==> src/rtl/dpot_pkg.sv <==
package dpot_pkg;
  localparam int FRAME_BITS = 24;
  localparam int CMD_BITS   = 8;
  localparam int CNT_W      = $clog2(FRAME_BITS + 8);

  typedef enum logic [1:0] {
    OP_SET    = 2'b00,
    OP_RSVD   = 2'b01,
    OP_SAVE   = 2'b10,
    OP_RESTORE = 2'b11
  } op_e;
endpackage

==> src/rtl/dpot_sync.sv <==
module dpot_sync (
  input  logic clk_i,
  input  logic rst_ni,
  input  logic cs_ni,
  input  logic sclk_i,
  input  logic din_i,
  output logic cs_low_o,
  output logic cs_rise_o,
  output logic sclk_rise_o,
  output logic din_o
);
  // index 0: cs (idles high), 1: sclk, 2: din
  localparam logic [2:0] IDLE = 3'b001;
  logic [2:0] meta_q, sync_q, last_q;

  always_ff @(posedge clk_i or negedge rst_ni) begin
    if (!rst_ni) begin
      meta_q <= IDLE;
      sync_q <= IDLE;
      last_q <= IDLE;
    end else begin
      meta_q <= {din_i, sclk_i, cs_ni};
      sync_q <= meta_q;
      last_q <= sync_q;
    end
  end

  logic unused_last_din;
  assign unused_last_din = last_q[2];

  assign cs_low_o    = ~sync_q[0];
  assign cs_rise_o   = sync_q[0] & ~last_q[0];
  assign sclk_rise_o = sync_q[1] & ~last_q[1];
  assign din_o       = sync_q[2];
endmodule

==> src/rtl/dpot_shifter.sv <==
module dpot_shifter
  import dpot_pkg::*;
(
  input  logic                  clk_i,
  input  logic                  rst_ni,
  input  logic                  cs_low_i,
  input  logic                  sclk_rise_i,
  input  logic                  din_i,
  output logic [FRAME_BITS-1:0] frame_o,
  output logic [CNT_W-1:0]      cnt_o
);
  localparam logic [CNT_W-1:0] CNT_MAX = '1;

  always_ff @(posedge clk_i or negedge rst_ni) begin
    if (!rst_ni) begin
      frame_o <= '0;
      cnt_o   <= '0;
    end else if (!cs_low_i) begin
      cnt_o <= '0;
    end else if (sclk_rise_i) begin
      frame_o <= {frame_o[FRAME_BITS-2:0], din_i};
      if (cnt_o != CNT_MAX) cnt_o <= cnt_o + 1'b1;  // saturate so long frames stay invalid
    end
  end
endmodule

==> src/rtl/dpot_nv_store.sv <==
module dpot_nv_store #(
  parameter int          WIPER_W     = 10,
  parameter int unsigned BUSY_CYCLES = 1000,
  parameter int unsigned NV_INIT     = 512
) (
  input  logic               clk_i,
  input  logic               rst_ni,
  input  logic               save_i,
  input  logic [WIPER_W-1:0] save_data_i,
  output logic [WIPER_W-1:0] nv_o,
  output logic               busy_o
);
  localparam int TMR_W = $clog2(BUSY_CYCLES + 1);
  localparam logic [TMR_W-1:0] TMR_LOAD = TMR_W'(BUSY_CYCLES);

  logic [TMR_W-1:0] tmr_q;

  always_ff @(posedge clk_i or negedge rst_ni) begin
    if (!rst_ni) begin
      nv_o  <= WIPER_W'(NV_INIT);
      tmr_q <= '0;
    end else if (save_i && !busy_o) begin
      nv_o  <= save_data_i;
      tmr_q <= TMR_LOAD;
    end else if (tmr_q != '0) begin
      tmr_q <= tmr_q - 1'b1;
    end
  end

  assign busy_o = (tmr_q != '0);
endmodule

==> src/rtl/dpot_spi_ctrl.sv <==
module dpot_spi_ctrl
  import dpot_pkg::*;
#(
  parameter int          WIPER_W     = 10,
  parameter int unsigned BUSY_CYCLES = 1000,
  parameter int unsigned NV_INIT     = 512
) (
  input  logic               clk_i,
  input  logic               rst_ni,
  input  logic               cs_ni,
  input  logic               sclk_i,
  input  logic               din_i,
  output logic [WIPER_W-1:0] wiper_o,
  output logic [WIPER_W-1:0] nv_o,
  output logic               busy_o
);
  localparam int DATA_MSB = FRAME_BITS - CMD_BITS - 1;

  logic cs_low, cs_rise, sclk_rise, din_s;
  logic [FRAME_BITS-1:0] frame;
  logic [CNT_W-1:0]      bit_cnt;
  logic                  boot_q;

  dpot_sync u_sync (
    .clk_i      (clk_i),
    .rst_ni     (rst_ni),
    .cs_ni      (cs_ni),
    .sclk_i     (sclk_i),
    .din_i      (din_i),
    .cs_low_o   (cs_low),
    .cs_rise_o  (cs_rise),
    .sclk_rise_o(sclk_rise),
    .din_o      (din_s)
  );

  dpot_shifter u_shift (
    .clk_i      (clk_i),
    .rst_ni     (rst_ni),
    .cs_low_i   (cs_low),
    .sclk_rise_i(sclk_rise),
    .din_i      (din_s),
    .frame_o    (frame),
    .cnt_o      (bit_cnt)
  );

  logic short_frm, long_frm;
  op_e  op;
  logic go, do_set, do_save, do_restore;
  logic [WIPER_W-1:0] set_data;

  always_comb begin
    short_frm  = (bit_cnt == CNT_W'(CMD_BITS));
    long_frm   = (bit_cnt == CNT_W'(FRAME_BITS));
    op         = short_frm ? op_e'(frame[CMD_BITS-1 -: 2]) : op_e'(frame[FRAME_BITS-1 -: 2]);
    go         = cs_rise && !busy_o && (short_frm || long_frm);
    do_set     = go && long_frm && (op == OP_SET);
    do_save    = go && (op == OP_SAVE);
    do_restore = go && (op == OP_RESTORE);
    set_data   = frame[DATA_MSB -: WIPER_W];
  end

  logic unused_bits;
  assign unused_bits = ^{frame[FRAME_BITS-3:DATA_MSB+1], frame[DATA_MSB-WIPER_W:0]};

  dpot_nv_store #(
    .WIPER_W    (WIPER_W),
    .BUSY_CYCLES(BUSY_CYCLES),
    .NV_INIT    (NV_INIT)
  ) u_nv (
    .clk_i      (clk_i),
    .rst_ni     (rst_ni),
    .save_i     (do_save),
    .save_data_i(wiper_o),
    .nv_o       (nv_o),
    .busy_o     (busy_o)
  );

  always_ff @(posedge clk_i or negedge rst_ni) begin
    if (!rst_ni) begin
      boot_q  <= 1'b1;
      wiper_o <= '0;
    end else begin
      boot_q <= 1'b0;
      if (boot_q || do_restore) wiper_o <= nv_o;
      else if (do_set)          wiper_o <= set_data;
    end
  end
endmodule

==> config.mk <==
export PLATFORM = sky130hd
export DESIGN_NAME = dpot_spi_ctrl
export DESIGN_NICKNAME = d
export VERILOG_FILES = /design/src/rtl/dpot_pkg.sv /design/src/rtl/dpot_sync.sv /design/src/rtl/dpot_shifter.sv /design/src/rtl/dpot_nv_store.sv /design/src/rtl/dpot_spi_ctrl.sv
export SDC_FILE = /design/constraint.sdc
export NUM_CORES = 1
export LEC_CHECK = 0
export ABC_AREA = 1
export BUFFER_PORTS_ARGS = -buffer_cell sky130_fd_sc_hd__buf_2
export CAP_MARGIN = 30
export CORE_MARGIN = 4
export CORE_UTILIZATION = 55
export CTS_BUF_LIST = sky130_fd_sc_hd__clkbuf_8
export CTS_CLUSTER_DIAMETER = 60
export DETAILED_ROUTE_END_ITERATION = 16
export GPL_TIMING_DRIVEN = 0
export MAX_ROUTING_LAYER = met4
export PLACE_DENSITY_LB_ADDON = 0.3
export SYNTH_ARGS = -nofsm -noshare
export SYNTH_HDL_FRONTEND = slang
export SYNTH_SLANG_ARGS = --single-unit
==> constraint.sdc <==
create_clock -name clk_i -period 2.2 [get_ports clk_i]
set_input_delay 0 -clock clk_i [delete_from_list [all_inputs] [get_ports clk_i]]
set_output_delay 0 -clock clk_i [all_outputs]
set_load 0.02 [all_outputs]
==> flow_results.xml, run 1 <==
<?xml version="1.0" encoding="UTF-8"?>
<metrics>
  <group name="sta">
    <metric name="setup_violations" unit="">0</metric>
    <metric name="worst_slew_pin_slew" unit="ps">833</metric>
    <metric name="period_share" unit="">0.854</metric>
    <metric name="final_hold_viol_count" unit="">0</metric>
    <metric name="grt_setup_unrepaired" unit="">false</metric>
    <metric name="slew-limit-headroom" unit="">0.445</metric>
    <metric name="timing.final.crit_period" unit="ps">1880</metric>
    <metric name="timing.setup.tns" unit="ps">0</metric>
    <metric name="worst_clock_skew" unit="ps">8.38</metric>
    <metric name="report.final.slew_viol_count" unit="">0</metric>
    <metric name="maxClockFrequency" unit="MHz">532</metric>
  </group>
  <group name="route">
    <metric name="number_of_drc_markers_after_the_initial_detailed_route_iteration" unit="">182</metric>
    <metric name="first_pass_iters" unit="">4</metric>
    <metric name="finalWirelength" unit="µm">5920</metric>
    <metric name="drt_drc_violations_left" unit="">0</metric>
    <metric name="drt.antenna.violating_nets" unit="">0</metric>
    <metric name="vias" unit="">2372</metric>
    <metric name="wl_per_cell" unit="µm">12.5</metric>
    <metric name="detail_route.vias_per_cell" unit="">5.03</metric>
  </group>
  <group name="floorplan">
    <metric name="rows" unit="">27</metric>
    <metric name="die_footprint" unit="µm²">6960</metric>
    <metric name="floorplan.die.height" unit="µm">83.4</metric>
    <metric name="top_level_ports" unit="">26</metric>
    <metric name="floorplan.core_area" unit="µm²">5510</metric>
    <metric name="initial_core_util" unit="">0.568</metric>
    <metric name="chipWidth" unit="µm">83.4</metric>
  </group>
  <group name="worst_setup_path">
    <metric name="critical_path.reg2reg.endpoint" unit="">wiper_o[7]$_DFFE_PN0P_</metric>
    <metric name="worst_setup_path_startpoint" unit="">u_nv.tmr_q[0]$_DFFE_PN0P_</metric>
    <metric name="critical_path.startpoint_type" unit="">flop</metric>
    <metric name="critical_path_required_time" unit="ps">2420</metric>
    <metric name="worstPathMaxFanout" unit="">10</metric>
    <metric name="reg2reg_from" unit="">u_nv.tmr_q[0]$_DFFE_PN0P_</metric>
    <metric name="critPathKind" unit="">reg -&gt; reg</metric>
    <metric name="critical_path.endpoint_type" unit="">flop</metric>
    <metric name="r2r.worst_path.cells" unit="">9</metric>
    <metric name="r2r_setup_slack" unit="ps">320</metric>
    <metric name="critical_path_arrival" unit="ps">2100</metric>
    <metric name="setup.worst_path.end" unit="">wiper_o[7]$_DFFE_PN0P_</metric>
  </group>
  <group name="yosys">
    <metric name="synth-compound-area-share" unit="">0.102</metric>
    <metric name="synth_top_family_by_area" unit="">simple AND/OR/NAND/NOR gates</metric>
    <metric name="yosys-mux-area-fraction" unit="">0.00360</metric>
    <metric name="synth-adder-area-share" unit="">0.0200</metric>
    <metric name="synth-xor-area-share" unit="">0.00840</metric>
    <metric name="postSynthRegisterBits" unit="">68</metric>
    <metric name="post_synthesis_cell_area" unit="µm²">3130</metric>
    <metric name="yosysSeqAreaShare" unit="">0.546</metric>
    <metric name="synth_fp_nets" unit="">365</metric>
    <metric name="synthSimpleGateAreaFrac" unit="">0.223</metric>
    <metric name="synthesis.area_per_instance" unit="µm²">8.81</metric>
    <metric name="yosysWarnings" unit="">0</metric>
    <metric name="synth_cell_type_count" unit="">30</metric>
    <metric name="syn_inst" unit="">355</metric>
  </group>
  <group name="placed_design">
    <metric name="dp_hpwl" unit="µm">3920</metric>
    <metric name="gp_routability_congestion" unit="">0.839</metric>
    <metric name="placed_cells_incl_taps" unit="">452</metric>
    <metric name="placement.io_buffers" unit="">25</metric>
  </group>
  <group name="cts">
    <metric name="cts_tree" unit="">done</metric>
    <metric name="cts-buffers-inserted" unit="">9</metric>
    <metric name="clkSlewWorstSetupHoldPaths" unit="ps">70</metric>
    <metric name="cts.sink_count" unit="">68</metric>
    <metric name="post_cts_setup_repair_bufs" unit="">0</metric>
    <metric name="cts.root.buffer_cell" unit="">sky130_fd_sc_hd__clkbuf_8</metric>
    <metric name="clock_insertion_delay_worst_skew" unit="ps">340</metric>
    <metric name="cts-root-to-sink-buffers" unit="">2</metric>
    <metric name="ctsResizeCount" unit="">0</metric>
    <metric name="htree_levels" unit="">3</metric>
  </group>
  <group name="cells_and_area">
    <metric name="final_net_count" unit="">405</metric>
    <metric name="flow.area_growth_from_synthesis" unit="%">15.2</metric>
    <metric name="fin_cells" unit="">472</metric>
    <metric name="area_used_by_multi_input_combinational_logic" unit="µm²">1120</metric>
    <metric name="drive_gt1_frac" unit="">0.210</metric>
    <metric name="utilization" unit="">0.655</metric>
    <metric name="nFillCells" unit="">476</metric>
    <metric name="seqCellArea" unit="µm²">1710</metric>
    <metric name="antenna_cells" unit="">0</metric>
  </group>
  <group name="flow_run">
    <metric name="drv.max_cap_violation_count" unit="">0</metric>
  </group>
  <group name="global_routing">
    <metric name="number_of_global_route_vias_before_repair" unit="">2384</metric>
    <metric name="grt.overflow.total" unit="">0</metric>
    <metric name="antenna_found_initial" unit="">0</metric>
    <metric name="wire_length_of_the_first_global_routing_pass" unit="µm">10600</metric>
    <metric name="gr-usage-all-layers" unit="">0.194</metric>
    <metric name="maximum_number_of_pins_on_one_net_before_global_route_repair" unit="">69</metric>
  </group>
  <group name="pwr">
    <metric name="static-leakage-power" unit="nW">1.87</metric>
    <metric name="pwr_density" unit="nW/µm²">949</metric>
    <metric name="vdd_drop_max" unit="µV">488</metric>
  </group>
  <group name="outcome">
    <metric name="run_status" unit="">completed</metric>
  </group>
  <group name="hold_path">
    <metric name="worstHoldPathType" unit="">in -&gt; async</metric>
  </group>
</metrics>
[power breakdown]
part	internal (mW)	switching (mW)	total (mW)
clock network	0.659	0.451	1.11
logic	0.252	0.444	0.696
registers	1.48	0.132	1.61
[cell type report]
cell class,instances,share of cell area
Timing Repair Buffer,29,0.0465
Inverter,59,0.0614
Clock inverter,6,0.0222
Sequential cell,68,0.474
Multi-Input combinational cell,214,0.310
Tap cell,72,0.0250
Buffer,14,0.0226
Clock buffer,10,0.0382
[what timing repair did]
| item | CTS | global route |
|---|---|---|
| hold buffers | 4 | 0 |
| hold endpoints to repair | 66 | 0 |
| setup endpoints to repair | 0 | 0 |
[metrics by stage]
| step | hold WS [ps] | setup WS (ps) | power [mW] | cell area [µm²] |
|---|---|---|---|---|
| final | 300 | 321 | 3.42 | 3600 |
| after global routing | 305 | 151 | 3.66 | 3600 |
| after CTS | 283 | 311 | 3.45 | 3600 |
| after detailed placement | 107 | 400 | 2.33 | 3350 |
| after global placement | 105 | 418 | 2.29 | 3340 |
| after floorplan | -296 | 599 | 2.15 | 3130 |
[placed cells by master, fill, tap and decap left out, types with 6 or more instances in the layout]
master                     instances
sky130_fd_sc_hd__nand2_1          75
sky130_fd_sc_hd__dfrtp_1          63
sky130_fd_sc_hd__inv_1            55
sky130_fd_sc_hd__nand3_1          31
sky130_fd_sc_hd__buf_2            29
sky130_fd_sc_hd__nor2_1           21
sky130_fd_sc_hd__o21ai_0          20
sky130_fd_sc_hd__a21oi_1          15
sky130_fd_sc_hd__o21ai_2          12
sky130_fd_sc_hd__nand4_1          12
sky130_fd_sc_hd__clkbuf_8         10
sky130_fd_sc_hd__inv_2             6
[flip-flops by register name (all words and copies together), names as in the netlist]
signal and cells:
u_sync.meta_q 3, u_sync.sync_q 3, boot_q 1, u_nv.tmr_q 10, wiper_o 10, u_sync.last_q 2
u_nv.nv_o 10, u_shift.cnt_o 5, u_shift.frame_o 24
[worst min-delay path by stage]
| stage | from | depth (start not counted) | endpoint |
|---|---|---|---|
| finish | rst_ni | 2 | u_nv.tmr_q[7]$_DFFE_PN0P_ |
| global route | din_i | 2 | u_sync.meta_q[2]$_DFF_PN0_ |
| detailed placement | cs_ni | 1 | u_sync.meta_q[0]$_DFF_PN1_ |
| CTS | din_i | 2 | u_sync.meta_q[2]$_DFF_PN0_ |
| global placement | cs_ni | 1 | u_sync.meta_q[0]$_DFF_PN1_ |
| floorplan | rst_ni | 0 | u_nv.nv_o[0]$_DFFE_PN0P_ |
[metal layers]
metal	wire length [µm]	vias up	part of all wire	global-route usage
li1	-	1202	-	-
met1	2750	1115	0.46	0.237
met2	2810	42	0.47	0.308
met3	239	13	0.040	0.0427
met4	127	0	0.021	0.0877
met5	0	-	0	-
[cells in the mapped netlist, drive strengths merged]
master / count / area (µm²)
nand4: 12 / 75.1
xor2: 3 / 26.3
nand3b: 1 / 20.0
nand2: 80 / 313
clkbuf: 3 / 11.3
mux2: 1 / 11.3
a31oi: 1 / 6.26
nor3: 1 / 5.00
ha: 5 / 62.6
dfstp: 5 / 131
inv: 59 / 221
conb: 1 / 3.75
nand3: 33 / 175
o21ai: 36 / 236
nor2: 24 / 103
buf: 11 / 70.1
a21oi: 15 / 75.1
dfrtp: 63 / 1580
and3: 1 / 6.26
[cell families after synthesis]
family,Yosys count
AND/OR/NAND/NOR,152
AO/OA/AOI/OAI,52
XOR/XNOR,3
buffers and inverters,73
flip-flops,68
adder cells (fa/ha/maj),5
multiplexers,1
other,1
[worst max-delay path, cell delays in order, from the launching register on]
cell and delay [ps]:
sky130_fd_sc_hd__dfrtp_1 380, sky130_fd_sc_hd__inv_1 110, sky130_fd_sc_hd__ha_1 160, sky130_fd_sc_hd__nand3_1 90, sky130_fd_sc_hd__nor2_2 180, sky130_fd_sc_hd__nand3_2 110
sky130_fd_sc_hd__nor2_1 160, sky130_fd_sc_hd__nand2_1 280, sky130_fd_sc_hd__nand4_1 210, sky130_fd_sc_hd__nand2_1 80
No activity file was read; power rests on OpenSTA's default activity.
==> run 2, diff against run 1 <==
--- a/config.mk
+++ b/config.mk
@@ -6,6 +6,7 @@
 export NUM_CORES = 1
 export LEC_CHECK = 0
 export ABC_AREA = 1
+export ABC_CLOCK_PERIOD_IN_PS = 2200
 export BUFFER_PORTS_ARGS = -buffer_cell sky130_fd_sc_hd__buf_2
 export CAP_MARGIN = 30
 export CORE_MARGIN = 4
@@ -16,6 +17,7 @@
 export GPL_TIMING_DRIVEN = 0
 export MAX_ROUTING_LAYER = met4
 export PLACE_DENSITY_LB_ADDON = 0.3
+export SETUP_SLACK_MARGIN = 0.5
 export SYNTH_ARGS = -nofsm -noshare
 export SYNTH_HDL_FRONTEND = slang
 export SYNTH_SLANG_ARGS = --single-unit
==> flow_results.xml, run 2 (same netlist as run 1, synthesis figures left out) <==
<?xml version="1.0" encoding="UTF-8"?>
<metrics>
  <group name="outcome">
    <metric name="run_status" unit="">completed</metric>
  </group>
  <group name="floorplan">
    <metric name="die_footprint" unit="µm²">6960</metric>
    <metric name="floorplan.die.height" unit="µm">83.4</metric>
    <metric name="rows" unit="">27</metric>
    <metric name="top_level_ports" unit="">26</metric>
    <metric name="floorplan.core_area" unit="µm²">5510</metric>
    <metric name="chipWidth" unit="µm">83.4</metric>
    <metric name="initial_core_util" unit="">0.568</metric>
  </group>
  <group name="worst_setup_path">
    <metric name="critical_path.endpoint_type" unit="">flop</metric>
    <metric name="critPathKind" unit="">reg -&gt; reg</metric>
    <metric name="reg2reg_from" unit="">u_nv.tmr_q[0]$_DFFE_PN0P_</metric>
    <metric name="worstPathMaxFanout" unit="">6</metric>
    <metric name="r2r.worst_path.cells" unit="">10</metric>
    <metric name="critical_path_arrival" unit="ps">2000</metric>
    <metric name="critical_path.reg2reg.endpoint" unit="">wiper_o[7]$_DFFE_PN0P_</metric>
    <metric name="critical_path.startpoint_type" unit="">flop</metric>
    <metric name="critical_path_required_time" unit="ps">2430</metric>
    <metric name="r2r_setup_slack" unit="ps">420</metric>
  </group>
  <group name="sta">
    <metric name="setup_violations" unit="">0</metric>
    <metric name="final_hold_viol_count" unit="">0</metric>
    <metric name="maxClockFrequency" unit="MHz">563</metric>
    <metric name="grt_setup_unrepaired" unit="">true</metric>
    <metric name="timing.setup.tns" unit="ps">0</metric>
    <metric name="slew-limit-headroom" unit="">0.441</metric>
    <metric name="whs" unit="ps">285</metric>
    <metric name="period_share" unit="">0.807</metric>
    <metric name="worst_clock_skew" unit="ps">7.29</metric>
    <metric name="worst_slew_pin_slew" unit="ps">839</metric>
    <metric name="report.final.slew_viol_count" unit="">0</metric>
    <metric name="timing.final.crit_period" unit="ps">1780</metric>
  </group>
  <group name="hold_path">
    <metric name="worstHoldPathType" unit="">in -&gt; async</metric>
  </group>
  <group name="cts">
    <metric name="clkSlewWorstSetupHoldPaths" unit="ps">70</metric>
    <metric name="cts-root-to-sink-buffers" unit="">2</metric>
    <metric name="cts.root.buffer_cell" unit="">sky130_fd_sc_hd__clkbuf_8</metric>
    <metric name="clock_insertion_delay_worst_skew" unit="ps">350</metric>
    <metric name="cts.sink_count" unit="">68</metric>
    <metric name="cts_tree" unit="">done</metric>
    <metric name="cts-buffers-inserted" unit="">9</metric>
    <metric name="htree_levels" unit="">3</metric>
  </group>
  <group name="cells_and_area">
    <metric name="seqCellArea" unit="µm²">1710</metric>
    <metric name="area_used_by_multi_input_combinational_logic" unit="µm²">1260</metric>
    <metric name="fin_cells" unit="">486</metric>
    <metric name="antenna_cells" unit="">0</metric>
    <metric name="final_net_count" unit="">419</metric>
    <metric name="largest_register" unit="">u_shift.frame_o</metric>
    <metric name="flow.area_growth_from_synthesis" unit="%">24.6</metric>
    <metric name="most_frequent_standard_cell_in_the_layout_excluding_fill_and_tap_cells" unit="">sky130_fd_sc_hd__nand2_1</metric>
    <metric name="drive_gt1_frac" unit="">0.287</metric>
    <metric name="largest_register_ffs" unit="">24</metric>
    <metric name="layout.cells.most_common_list" unit="">68 x sky130_fd_sc_hd__nand2_1, 63 x sky130_fd_sc_hd__dfrtp_1, 52 x sky130_fd_sc_hd__inv_1</metric>
    <metric name="utilization" unit="">0.708</metric>
    <metric name="nFillCells" unit="">422</metric>
  </group>
  <group name="placed_design">
    <metric name="placed_cells_incl_taps" unit="">452</metric>
    <metric name="dp_hpwl" unit="µm">3920</metric>
    <metric name="placement.io_buffers" unit="">25</metric>
    <metric name="gp_routability_congestion" unit="">0.839</metric>
  </group>
  <group name="pwr">
    <metric name="vdd_drop_max" unit="µV">497</metric>
    <metric name="share_clk_of_total_power" unit="">0.316</metric>
    <metric name="pwr_density" unit="nW/µm²">908</metric>
    <metric name="netSwitchingPower" unit="mW">1.09</metric>
    <metric name="switching_share" unit="">0.309</metric>
    <metric name="share_of_total_power_in_combinational_logic" unit="">0.227</metric>
    <metric name="static-leakage-power" unit="nW">2.00</metric>
    <metric name="sequential_share_of_power" unit="">0.458</metric>
    <metric name="power.internal" unit="mW">2.45</metric>
  </group>
  <group name="global_routing">
    <metric name="grt.overflow.total" unit="">0</metric>
    <metric name="number_of_global_route_vias_before_repair" unit="">2492</metric>
    <metric name="gr-usage-all-layers" unit="">0.208</metric>
    <metric name="maximum_number_of_pins_on_one_net_before_global_route_repair" unit="">69</metric>
    <metric name="wire_length_of_the_first_global_routing_pass" unit="µm">11300</metric>
    <metric name="antenna_found_initial" unit="">0</metric>
  </group>
  <group name="route">
    <metric name="drt.antenna.violating_nets" unit="">0</metric>
    <metric name="detail_route.vias_per_cell" unit="">5.15</metric>
    <metric name="first_pass_iters" unit="">4</metric>
    <metric name="vias" unit="">2505</metric>
    <metric name="finalWirelength" unit="µm">6710</metric>
    <metric name="drt_drc_violations_left" unit="">0</metric>
    <metric name="wl_per_cell" unit="µm">13.8</metric>
    <metric name="number_of_drc_markers_after_the_initial_detailed_route_iteration" unit="">141</metric>
  </group>
  <group name="flow_run">
    <metric name="drv.max_cap_violation_count" unit="">0</metric>
  </group>
</metrics>
## run 2: changes by cell type in the layout (fill, tap and decap cells not counted), sizes merged
cell | previous run | this run
buf | 36 | 48
clkbuf | 13 | 14
nand2 | 80 | 81
## run 2: area by class of cell
| cell class | count | area share |
|---|---|---|
| Multi-Input combinational cell | 215 | 0.323 |
| Inverter | 59 | 0.0568 |
| Timing Repair Buffer | 42 | 0.0764 |
| Sequential cell | 68 | 0.438 |
| Buffer | 14 | 0.0273 |
| Clock buffer | 10 | 0.0353 |
| Clock inverter | 6 | 0.0205 |
| Tap cell | 72 | 0.0231 |
## run 2: per-stage QoR
step	instance area, µm²	worst slack (ps)	total power, mW
after floorplan	3130	599	2.15
after global routing	3900	314	3.77
after global placement	3340	418	2.29
after detailed placement	3350	400	2.33
final	3900	424	3.54
after CTS	3750	439	3.49
## run 2: repair_timing
item,CTS,global route
setup buffers,3,8
gates resized for setup,25,20
cloned,2,1
hold endpoints to repair,66,0
pin swaps,11,12
endpoints found under the setup margin,29,41
hold buffers,4,0
## run 2: how the worst max path moves through the flow
stage                                            start                  endpoint  slack (ps)  depth (start not counted)
final                        u_nv.tmr_q[0]$_DFFE_PN0P_    wiper_o[7]$_DFFE_PN0P_         420                         10
after global routing         u_nv.tmr_q[0]$_DFFE_PN0P_    wiper_o[7]$_DFFE_PN0P_         310                         10
after CTS                 u_shift.cnt_o[0]$_DFFE_PN0P_    wiper_o[7]$_DFFE_PN0P_         440                         10
after detailed placement     u_nv.tmr_q[0]$_DFFE_PN0P_    wiper_o[3]$_DFFE_PN0P_         400                          9
after global placement       u_nv.tmr_q[0]$_DFFE_PN0P_    wiper_o[5]$_DFFE_PN0P_         420                          9
after floorplan           u_shift.cnt_o[0]$_DFFE_PN0P_  u_nv.nv_o[8]$_DFFE_PN0P_         600                         11
## run 2: metal layers
metal  wire length, µm  up-vias  track usage  part of all wire
met2              3320       61        0.329              0.49
met5                 0        -            -                 0
met4               180        0        0.110             0.027
met1              2880     1190        0.250              0.43
met3               333       17       0.0456             0.050
li1                  -     1237            -                 -
## run 2: worst max-delay path: stages, from the launching register on
cell	delay, ps
sky130_fd_sc_hd__dfrtp_1	390
sky130_fd_sc_hd__inv_2	80
sky130_fd_sc_hd__ha_1	170
sky130_fd_sc_hd__nand3_2	100
sky130_fd_sc_hd__nor2_4	140
sky130_fd_sc_hd__nand3_2	100
sky130_fd_sc_hd__inv_2	110
sky130_fd_sc_hd__nand3_4	170
sky130_fd_sc_hd__buf_6	190
sky130_fd_sc_hd__nand4_1	100
sky130_fd_sc_hd__nand2_1	90
## run 2: power groups by stage
stage          sequential (mW)  clock, mW  combinational [mW]
2_1_floorplan             1.62          0               0.525
3_3_place_gp              1.63          0               0.662
3_5_place_dp              1.64          0               0.691
4_1_cts                   1.61       1.13               0.742
5_1_grt                   1.65       1.20               0.921
6_report                  1.62       1.12               0.803
==> run 3, diff against run 2 <==
--- a/config.mk
+++ b/config.mk
@@ -5,8 +5,8 @@
 export SDC_FILE = /design/constraint.sdc
 export NUM_CORES = 1
 export LEC_CHECK = 0
-export ABC_AREA = 1
-export ABC_CLOCK_PERIOD_IN_PS = 2200
+export ABC_AREA = 0
+export ABC_CLOCK_PERIOD_IN_PS = 1700
 export BUFFER_PORTS_ARGS = -buffer_cell sky130_fd_sc_hd__buf_2
 export CAP_MARGIN = 30
 export CORE_MARGIN = 4
==> constraint.sdc (replaced) <==
create_clock -name clk_i -period 1.7 [get_ports clk_i]
set_input_delay 0 -clock clk_i [delete_from_list [all_inputs] [get_ports clk_i]]
set_output_delay 0 -clock clk_i [all_outputs]
set_load 0.02 [all_outputs]
==> flow_results.xml, run 3 <==
<?xml version="1.0" encoding="UTF-8"?>
<metrics>
  <group name="cells_and_area">
    <metric name="final_net_count" unit="">294</metric>
    <metric name="final_cell_area" unit="µm²">3970</metric>
    <metric name="utilization" unit="">0.814</metric>
    <metric name="antenna_cells" unit="">0</metric>
    <metric name="flow.area_growth_from_synthesis" unit="%">38.7</metric>
    <metric name="fin_cells" unit="">356</metric>
    <metric name="largest_register_ffs" unit="">24</metric>
    <metric name="most_frequent_standard_cell_in_the_layout_excluding_fill_and_tap_cells" unit="">sky130_fd_sc_hd__dfrtp_1</metric>
    <metric name="drive_gt1_frac" unit="">0.522</metric>
    <metric name="layout.cells.most_common_list" unit="">61 x sky130_fd_sc_hd__dfrtp_1, 33 x sky130_fd_sc_hd__mux2_4, 24 x sky130_fd_sc_hd__buf_2</metric>
    <metric name="nFillCells" unit="">239</metric>
    <metric name="largest_register" unit="">u_shift.frame_o</metric>
  </group>
  <group name="worst_setup_path">
    <metric name="critical_path_required_time" unit="ps">1950</metric>
    <metric name="critical_path_arrival" unit="ps">2700</metric>
    <metric name="critical_path.endpoint_type" unit="">flop</metric>
    <metric name="critical_path.startpoint_type" unit="">flop</metric>
    <metric name="worstPathMaxFanout" unit="">8</metric>
    <metric name="critPathKind" unit="">reg -&gt; reg</metric>
  </group>
  <group name="sta">
    <metric name="worst_slew_pin_slew" unit="ps">834</metric>
    <metric name="whs" unit="ps">280</metric>
    <metric name="timing.final.crit_period" unit="ps">2460</metric>
    <metric name="grt_setup_unrepaired" unit="">true</metric>
    <metric name="slew-limit-headroom" unit="">0.444</metric>
    <metric name="final_hold_viol_count" unit="">0</metric>
    <metric name="final_critical_path_setup_slack" unit="ps">-756</metric>
    <metric name="period_share" unit="">1.44</metric>
    <metric name="worst_clock_skew" unit="ps">14.1</metric>
    <metric name="report.final.slew_viol_count" unit="">0</metric>
    <metric name="setup_violations" unit="">31</metric>
    <metric name="maxClockFrequency" unit="MHz">407</metric>
    <metric name="timing.setup.tns" unit="ps">-20770</metric>
  </group>
  <group name="yosys">
    <metric name="leading_cell_type_by_number_of_instances_after_synthesis" unit="">sky130_fd_sc_hd__dfrtp_1</metric>
    <metric name="yosysSeqAreaShare" unit="">0.597</metric>
    <metric name="synth_top_area_cell" unit="">sky130_fd_sc_hd__dfrtp_1</metric>
    <metric name="async_reset_ff_frac" unit="">1.00</metric>
    <metric name="synth_top_family_by_area" unit="">multiplexers</metric>
    <metric name="synth_top_flop_cell" unit="">sky130_fd_sc_hd__dfrtp_1</metric>
    <metric name="edff_count_synth" unit="">0</metric>
    <metric name="synth_cell_type_count" unit="">37</metric>
    <metric name="netlist.area_leader.share" unit="">0.551</metric>
    <metric name="synth-adder-area-share" unit="">0.0219</metric>
    <metric name="yosys-mux-area-fraction" unit="">0.195</metric>
    <metric name="netlist_top_cells_count" unit="">63 x sky130_fd_sc_hd__dfrtp_1, 27 x sky130_fd_sc_hd__mux2_2, 18 x sky130_fd_sc_hd__nand2_1, 15 x sky130_fd_sc_hd__mux2i_1, 12 x sky130_fd_sc_hd__nor2_1</metric>
    <metric name="synth_fp_nets" unit="">223</metric>
    <metric name="post_synthesis_cell_area" unit="µm²">2860</metric>
    <metric name="yosysWarnings" unit="">0</metric>
    <metric name="synth-xor-area-share" unit="">0.0275</metric>
    <metric name="syn_inst" unit="">213</metric>
    <metric name="synth-compound-area-share" unit="">0.0332</metric>
    <metric name="synth_top_area_cells" unit="">sky130_fd_sc_hd__dfrtp_1 55%, sky130_fd_sc_hd__mux2_2 11%, sky130_fd_sc_hd__mux2i_1 5.2%</metric>
    <metric name="synthSimpleGateAreaFrac" unit="">0.0983</metric>
    <metric name="synthesis.area_per_instance" unit="µm²">13.4</metric>
    <metric name="postSynthRegisterBits" unit="">68</metric>
  </group>
  <group name="cts">
    <metric name="clock_insertion_delay_worst_skew" unit="ps">360</metric>
    <metric name="cts_tree" unit="">done</metric>
    <metric name="cts-buffers-inserted" unit="">9</metric>
    <metric name="clkSlewWorstSetupHoldPaths" unit="ps">80</metric>
    <metric name="cts.sink_count" unit="">68</metric>
    <metric name="htree_levels" unit="">3</metric>
    <metric name="cts.root.buffer_cell" unit="">sky130_fd_sc_hd__clkbuf_8</metric>
    <metric name="cts-root-to-sink-buffers" unit="">2</metric>
  </group>
  <group name="route">
    <metric name="vias" unit="">2028</metric>
    <metric name="drt.antenna.violating_nets" unit="">0</metric>
    <metric name="wl_per_cell" unit="µm">20.5</metric>
    <metric name="detail_route.vias_per_cell" unit="">5.70</metric>
    <metric name="first_pass_iters" unit="">4</metric>
    <metric name="number_of_drc_markers_after_the_initial_detailed_route_iteration" unit="">185</metric>
    <metric name="finalWirelength" unit="µm">7310</metric>
    <metric name="drt_drc_violations_left" unit="">0</metric>
  </group>
  <group name="global_routing">
    <metric name="wire_length_of_the_first_global_routing_pass" unit="µm">10100</metric>
    <metric name="number_of_global_route_vias_before_repair" unit="">2004</metric>
    <metric name="gr-usage-all-layers" unit="">0.217</metric>
    <metric name="antenna_found_initial" unit="">0</metric>
    <metric name="grt.overflow.total" unit="">0</metric>
    <metric name="maximum_number_of_pins_on_one_net_before_global_route_repair" unit="">69</metric>
  </group>
  <group name="pwr">
    <metric name="p_total" unit="mW">3.46</metric>
    <metric name="pwr_density" unit="nW/µm²">872</metric>
    <metric name="vdd_drop_max" unit="µV">542</metric>
    <metric name="static-leakage-power" unit="nW">2.02</metric>
  </group>
  <group name="placed_design">
    <metric name="dpl-instance-area" unit="µm²">3220</metric>
    <metric name="gp_routability_congestion" unit="">0.764</metric>
    <metric name="place_worst_setup_slack" unit="ps">-978</metric>
    <metric name="placed_cells_incl_taps" unit="">305</metric>
    <metric name="placement.io_buffers" unit="">25</metric>
    <metric name="dp_hpwl" unit="µm">3280</metric>
  </group>
  <group name="floorplan">
    <metric name="chipWidth" unit="µm">80.1</metric>
    <metric name="floorplan.die.height" unit="µm">80.1</metric>
    <metric name="rows" unit="">25</metric>
    <metric name="initial_core_util" unit="">0.587</metric>
    <metric name="die_footprint" unit="µm²">6420</metric>
    <metric name="top_level_ports" unit="">26</metric>
    <metric name="floorplan.core_area" unit="µm²">4880</metric>
  </group>
  <group name="outcome">
    <metric name="run_status" unit="">finished with violations</metric>
    <metric name="violations" unit="">negative setup slack</metric>
  </group>
  <group name="hold_path">
    <metric name="worstHoldPathType" unit="">in -&gt; async</metric>
  </group>
  <group name="flow_run">
    <metric name="drv.max_cap_violation_count" unit="">0</metric>
  </group>
</metrics>
-- run 3: area by class of cell --
class                      instances  area (µm²)  area share
tap                               67        83.8      0.0211
sequential                        68        1710       0.431
buffer                             7         105      0.0265
multi-input combinational        131        1360       0.343
inverter                           7        26.3     0.00662
clock inverter                     7        75.1      0.0189
timing repair buffer              60         483       0.122
clock buffer                       9         124      0.0312
-- run 3: repair_timing --
action,in CTS,in global routing
hold endpoints to repair,66,0
pin swaps,11,8
setup buffers,26,4
setup endpoints to repair,60,60
cloned,0,1
gates resized for setup,36,23
hold buffers,4,0
-- run 3: logic make-up (layout without fill, tap and decap cells) --
family	after synthesis	count (layout)
DFF	68	68
and+or+nand+nor	52	52
muxes	49	49
AOI/OAI and AO/OA	15	15
buffers and inverters	14	90
xor gates and xnor gates	9	9
adders and majority gates	5	5
other	1	1
-- run 3: path summary, 6_finish.rpt --
path | from | end | depth (start not counted) | slack, ps
min | rst_ni | u_nv.tmr_q[2]$_DFFE_PN0P_ | 2 | 280
max | u_nv.tmr_q[1]$_DFFE_PN0P_ | u_nv.nv_o[8]$_DFFE_PN0P_ | 9 | -760
min in group clk_i | cs_ni | u_sync.meta_q[0]$_DFF_PN1_ | 2 | 290
min reg2reg | u_sync.meta_q[1]$_DFF_PN0_ | u_sync.sync_q[1]$_DFF_PN0_ | 0 | 350
max reg2reg | u_nv.tmr_q[1]$_DFFE_PN0P_ | u_nv.nv_o[8]$_DFFE_PN0P_ | 9 | -760
max in group asynchronous | rst_ni | u_shift.cnt_o[0]$_DFFE_PN0P_ | 2 | 800
-- run 3: per-layer routing --
metal / vias up / part of all wire / global-route usage
met2: 93 / 0.49 / 0.326
li1: 880 / - / -
met1: 1034 / 0.43 / 0.274
met4: 0 / 0.027 / 0.125
met3: 21 / 0.054 / 0.0448
met5: - / 0 / -
-- run 3: worst max-delay path, cell delays in order, from the launching register on --
cell	delay, ps
sky130_fd_sc_hd__dfrtp_1	400
sky130_fd_sc_hd__inv_2	100
sky130_fd_sc_hd__ha_4	130
sky130_fd_sc_hd__or4b_4	480
sky130_fd_sc_hd__nor4_4	260
sky130_fd_sc_hd__inv_2	100
sky130_fd_sc_hd__nor3_2	190
sky130_fd_sc_hd__and2_4	240
sky130_fd_sc_hd__buf_12	150
sky130_fd_sc_hd__mux2_4	300
-- run 3: power breakdown --
part / total [mW] / switching [mW] / internal (mW)
Clock: 1.36 / 0.680 / 0.684
Sequential: 1.82 / 0.0928 / 1.73
Combinational: 0.280 / 0.102 / 0.179
Total: 3.46 / 0.875 / 2.59
